## src/rtl/mirq_pkg.sv

```systemverilog
package mirq_pkg;
   // width of an index able to address n entries (at least one bit)
   function automatic int idx_width(input int n);
      return (n > 1) ? $clog2(n) : 1;
   endfunction

   typedef enum logic [0:0] {
      SEQ_IDLE = 1'b0,
      SEQ_RUN  = 1'b1
   } seq_state_e;
endpackage

```

## src/rtl/mirq_pending_bank.sv

```systemverilog
module mirq_pending_bank #(
   parameter int NSRC = 8
) (
   input  logic            clk,
   input  logic            rst_n,
   input  logic [NSRC-1:0] set_strobe,
   input  logic [NSRC-1:0] clr_mask,
   output logic [NSRC-1:0] flags
);
   for (genvar i = 0; i < NSRC; i++) begin : g_flag
      always_ff @(posedge clk) begin
         if (!rst_n)
            flags[i] <= 1'b0;
         else if (set_strobe[i])
            flags[i] <= 1'b1;        // set dominates a same-cycle clear
         else if (clr_mask[i])
            flags[i] <= 1'b0;
      end
   end
endmodule

```

## src/rtl/mirq_prio_pick.sv

```systemverilog
module mirq_prio_pick #(
   parameter int NSRC = 8,
   parameter int IW   = 3
) (
   input  logic [NSRC-1:0] req,
   output logic [IW-1:0]   idx,
   output logic            valid
);
   if (NSRC == 1) begin : g_single
      assign idx   = '0;
      assign valid = req[0];
   end else begin : g_multi
      always_comb begin
         idx = '0;
         for (int i = NSRC - 1; i >= 0; i--) begin
            if (req[i]) idx = IW'(i);   // lowest index wins
         end
      end
      assign valid = |req;
   end
endmodule

```

## src/rtl/mirq_ack_seq.sv

```systemverilog
module mirq_ack_seq
   import mirq_pkg::*;
#(
   parameter int          AW         = 12,
   parameter int          ACK_CYCLES = 7,
   parameter logic [AW-1:0] VECTOR   = 12'h0FF
) (
   input  logic          clk,
   input  logic          rst_n,
   input  logic          start,
   input  logic [AW-1:0] ret_addr,
   output logic          busy,
   output logic          push_valid,
   output logic [AW-1:0] push_data,
   output logic          pc_load,
   output logic [AW-1:0] pc_value
);
   localparam int CW = idx_width(ACK_CYCLES);
   localparam logic [CW-1:0] LAST = CW'(ACK_CYCLES - 1);

   seq_state_e    state;
   logic [CW-1:0] step;
   logic [AW-1:0] saved_addr;

   always_ff @(posedge clk) begin
      if (!rst_n) begin
         state      <= SEQ_IDLE;
         step       <= '0;
         saved_addr <= '0;
      end else begin
         unique case (state)
            SEQ_IDLE: if (start) begin
               state      <= SEQ_RUN;
               step       <= '0;
               saved_addr <= ret_addr;
            end
            SEQ_RUN: begin
               if (step == LAST) begin
                  state <= SEQ_IDLE;
                  step  <= '0;
               end else begin
                  step <= step + 1'b1;
               end
            end
            default: state <= SEQ_IDLE;
         endcase
      end
   end

   assign busy       = (state == SEQ_RUN);
   assign push_valid = busy && (step == '0);
   assign push_data  = saved_addr;
   assign pc_load    = busy && (step == LAST);
   assign pc_value   = VECTOR;
endmodule

```

## src/rtl/mirq_sequencer.sv

```systemverilog
module mirq_sequencer
   import mirq_pkg::*;
#(
   parameter int            NSRC       = 8,
   parameter int            AW         = 12,
   parameter int            ACK_CYCLES = 7,
   parameter logic [AW-1:0] VECTOR     = 12'h0FF,
   parameter int            IW         = idx_width(NSRC)
) (
   input  logic            clk,
   input  logic            rst_n,
   input  logic [NSRC-1:0] evt_strobe,
   input  logic [NSRC-1:0] pend_clr,
   input  logic            en_wr,
   input  logic [NSRC-1:0] en_wdata,
   input  logic            gie_wr,
   input  logic            gie_wdata,
   input  logic            insn_start,
   input  logic            skip_pending,
   input  logic            nmi_busy,
   input  logic [AW-1:0]   ret_addr,
   output logic            gie,
   output logic [NSRC-1:0] enable,
   output logic [NSRC-1:0] pending,
   output logic [IW-1:0]   vis_idx,
   output logic            vis_valid,
   output logic            ack_busy,
   output logic            push_valid,
   output logic [AW-1:0]   push_data,
   output logic            pc_load,
   output logic [AW-1:0]   pc_value
);
   // elaboration-time parameter checks
   if (NSRC < 1 || NSRC > 64) begin : g_bad_nsrc
      $error("mirq_sequencer: NSRC must be 1..64");
   end
   if (ACK_CYCLES < 2) begin : g_bad_ack
      $error("mirq_sequencer: ACK_CYCLES must be at least 2");
   end
   if (IW < idx_width(NSRC)) begin : g_bad_iw
      $error("mirq_sequencer: IW too narrow for NSRC");
   end

   logic [NSRC-1:0] active;
   logic            take;

   mirq_pending_bank #(.NSRC(NSRC)) u_pend (
      .clk        (clk),
      .rst_n      (rst_n),
      .set_strobe (evt_strobe),
      .clr_mask   (pend_clr),
      .flags      (pending)
   );

   assign active = pending & enable;

   mirq_prio_pick #(.NSRC(NSRC), .IW(IW)) u_pick (
      .req   (active),
      .idx   (vis_idx),
      .valid (vis_valid)
   );

   assign take = insn_start && gie && vis_valid && !nmi_busy
              && !skip_pending && !ack_busy;

   always_ff @(posedge clk) begin
      if (!rst_n) begin
         gie    <= 1'b0;
         enable <= '0;
      end else begin
         if (take)        gie <= 1'b0;     // acceptance beats software write
         else if (gie_wr) gie <= gie_wdata;
         if (en_wr)       enable <= en_wdata;
      end
   end

   mirq_ack_seq #(.AW(AW), .ACK_CYCLES(ACK_CYCLES), .VECTOR(VECTOR)) u_seq (
      .clk        (clk),
      .rst_n      (rst_n),
      .start      (take),
      .ret_addr   (ret_addr),
      .busy       (ack_busy),
      .push_valid (push_valid),
      .push_data  (push_data),
      .pc_load    (pc_load),
      .pc_value   (pc_value)
   );
endmodule

```

## config.mk

```make
export PLATFORM = sky130hd
export DESIGN_NAME = mirq_sequencer
export DESIGN_NICKNAME = d
export VERILOG_FILES = /design/src/rtl/mirq_pkg.sv /design/src/rtl/mirq_pending_bank.sv /design/src/rtl/mirq_prio_pick.sv /design/src/rtl/mirq_ack_seq.sv /design/src/rtl/mirq_sequencer.sv
export SDC_FILE = /design/constraint.sdc
export NUM_CORES = 1
export LEC_CHECK = 0
export ABC_AREA = 1
export BUFFER_PORTS_ARGS = -buffer_cell sky130_fd_sc_hd__buf_4
export CAP_MARGIN = 10
export CORE_MARGIN = 1
export CORE_UTILIZATION = 35
export DETAILED_ROUTE_END_ITERATION = 8
export PLACE_DENSITY = 0.8
export SKIP_LAST_GASP = 1
export SYNTH_ARGS = -nofsm -noshare
export SYNTH_HDL_FRONTEND = slang
export SYNTH_HIERARCHICAL = 1
export SYNTH_SLANG_ARGS = --single-unit
```

## constraint.sdc

```tcl
create_clock -name clk -period 1.7 [get_ports clk]
set_clock_uncertainty 0.15 [all_clocks]
set_input_delay 0.085 -clock clk [delete_from_list [all_inputs] [get_ports clk]]
set_output_delay 0.085 -clock clk [all_outputs]
set_load 0.02 [all_outputs]
```

==> impl_metrics.toml <==
[timing]
hold_viol_final = 0
finalCritPeriodShare = 1.07
rsz0062_at_grt = "yes"
finalMaxSlewViolations = 0
setup_ws_ns = -0.121
finalSetupViolCount = 17
fmax_mhz = 549
post-route-min-period_ns = 1.82

[global_route]
grt_max_degree = 26
antenna_found_initial = 0
grt_pass1_vias = 1668
overflow = 0
grt_pass1_wl_mm = 6.75
track_usage = 0.201

[layout]
fin_util = 0.719
syn2layout_area_growth_pct = 93.7
nets = 409
fillers = 303
regArea_sq_um = 676
n_antenna_cell = 0
drive_gt1_frac = 0.432
multi_input_area_sq_um = 726

[synth]
synthMuxAreaShare = 0
synthArstFlopShare = 0
yosys-top-cells-area = "dfxtp_1 44%, nor2_1 11%, inv_1 10%"
ys_types = 23
synth-seq-cells = 33
netlist_instances = 221
syn_area_sq_um = 1520
synth_adder_area_share = 0
yosys_warnings = 6
synth_top_area_cell = "dfxtp_1"
syn_avg_cell_area_sq_um = 6.86
synth-edff-count = 0
synth_top_family_by_area = "simple AND/OR/NAND/NOR gates"
yosysMostFrequentCell = "nor2_1"
synth_seq_area_share = 0.436
synthTopCellsByCount = "45 x nor2_1, 41 x inv_1, 34 x nand2_1, 33 x dfxtp_1, 20 x o21ai_0"
synth_compound_area_frac = 0.120
synth_top_cell_area_share = 0.436
synth-simple-area-share = 0.243
synth-xor-area-share = 0
synth_flop_cell = "dfxtp_1"

[clocking]
cts_buffers = 5
tritoncts = "yes"
clock_path_buffers = 2
clk_latency_ns = 0.29
path_clk_slew_ns = 0.06
cts-htree-levels = 2
cts-root-buf = "clkbuf_8"
cts_sinks = 33

[detailed_routing]
drt_drc_violations_left = 0
drt_iter0_drc = 55
ant_nets = 0
vias = 1830
detail_route.wirelength_mm = 4.69
drt-wirelength-per-cell_um = 11.3
firstDrtPassIters = 4
vias_per_cell = 4.40

[placement]
dp_hpwl_mm = 2.81
dp_worst_setup_slack_ns = -0.0783
place_congestion = 0.764
port_buffers = 79

[floorplan]
boundaryPins = 92
die_w_um = 67.8
row_count = 23
initial_core_util = 0.371
die_y_um = 67.8
core_sq_um = 4090
die-area_sq_um = 4600

[worst_hold_path]
min_path_cells = 3
min_to = "enable[2]"
hold_class = "in -> reg"
hp-start = "en_wr"

[critical_path]
reg2reg_slack_ns = -0.12
critPathLaunch = "u_pend/flags[7]"
r2r-end = "u_seq/push_data[0]"
crit_type = "reg -> reg"
critPathArrivalTime_ns = 1.85
crit_fanout = 8
r2r_start = "u_pend/flags[7]"
crit_path_end_kind = "register"
cp-start-kind = "register"
worstPathRequired_ns = 1.73
r2r_cells = 13

[run_status]
violations = "negative setup slack"
outcome = "finished with violations"

[power_and_ir_drop]
p_leak_nw = 1.52
p_per_area_nw_per_um2 = 712
ir_drop_mv = 0.602

[job]
drv_cap = 0
## critical path, cell delays in order (launching register included)
cell and delay (ns):
dfxtp_2 0.32, nand2_2 0.06, inv_2 0.04, or2_4 0.25, nor3_4 0.20, nand2_2 0.08
inv_2 0.05, nor2_2 0.03, nand2_2 0.07, nor2_4 0.07, nand2_8 0.14, clkinv_8 0.10
nor2_4 0.09, nor2_1 0.05
## through the flow
| stage | cells | power, mW | instance area [sq um] | hold WS [ns] | setup TNS [ns] |
|---|---|---|---|---|---|
| finish | 416 | 2.09 | 2940 | 0.00337 | -1.22 |
| global route | 416 | 2.18 | 2940 | 0.0242 | -3.42 |
| CTS | 412 | 2.07 | 2790 | 0.00839 | -0.463 |
| detailed placement | 352 | 1.20 | 2160 | 0.165 | -0.754 |
| global placement | 352 | 1.20 | 2160 | 0.158 | -0.132 |
| floorplan | 231 | 1.04 | 1570 | 0.0615 | -1.09 |
## per-layer routing
layer,GRT usage,up-vias,routed length (um)
li1,-,927,-
met1,0.191,819,1770
met2,0.397,77,2530
met3,0.0517,7,330
met4,0.0859,0,58
met5,0,-,0
## logic make-up (layout without fill, tap and decap cells)
group                  Yosys count  in the layout
buffers and inverters           60            194
other                            2             12
DFF                             33             33
AOI/OAI and AO/OA               36             36
and+or+nand+nor                 90             91
## layout by cell type (no fill, tap or decap)
master / instances
a21oi_1: 13
a31oi_1: 1
buf_4: 95
buf_6: 1
bufinv_16: 1
clkbuf_1: 1
clkbuf_8: 6
clkinv_8: 1
conb_1: 12
dfxtp_1: 21
dfxtp_2: 12
dlygate4sd3_1: 44
inv_1: 32
inv_2: 12
inv_8: 1
nand2_1: 28
nand2_2: 6
nand2_4: 1
nand2_8: 1
nand3_1: 3
nand4_1: 1
nor2_1: 31
nor2_2: 8
nor2_4: 8
nor3_1: 1
nor3_4: 1
nor4_1: 1
o21ai_0: 12
o21ai_1: 7
o21ai_2: 3
or2_4: 1
## registers in the layout (all words and copies together) (netlist names)
name / count
gie: 1
u_seq/push_data: 12
u_seq/step: 3
u_seq/busy: 1
enable: 8
u_pend/flags: 8
## report_power, final
| part | switching (mW) | internal (mW) | leakage (nW) |
|---|---|---|---|
| registers | 0.0242 | 0.810 | 0.274 |
| logic | 0.226 | 0.271 | 1.19 |
| clock network | 0.285 | 0.478 | 0.0585 |
## worst max path at each step
stage / to / depth (start not counted)
finish: u_seq/push_data[0] / 13
CTS: u_seq/push_data[2] / 13
floorplan: u_seq/push_data[0] / 14
detailed placement: u_seq/push_data[9] / 14
global route: u_seq/push_data[4] / 14
global placement: u_seq/push_data[0] / 13
## area by class of cell
class,instances,share of cell area
clock buffers,7,0.0294
inverters,45,0.0618
flip-flops and latches,33,0.230
clock inverters,1,0.0102
repair inverters,1,0.00383
repair buffers,140,0.397
multi-input cells,139,0.247
well taps,50,0.0213
## timing repair
| action | 4_1_cts | 5_1_grt |
|---|---|---|
| pin swaps | 3 | 15 |
| endpoints found under the setup margin | 17 | 19 |
| hold buffers | 44 | 0 |
| gates cloned | 2 | 0 |
| hold endpoints to repair | 29 | 0 |
| buffers inserted | 6 | 4 |
| gates resized for setup | 9 | 47 |
No activity file was read; power rests on OpenSTA's default activity.
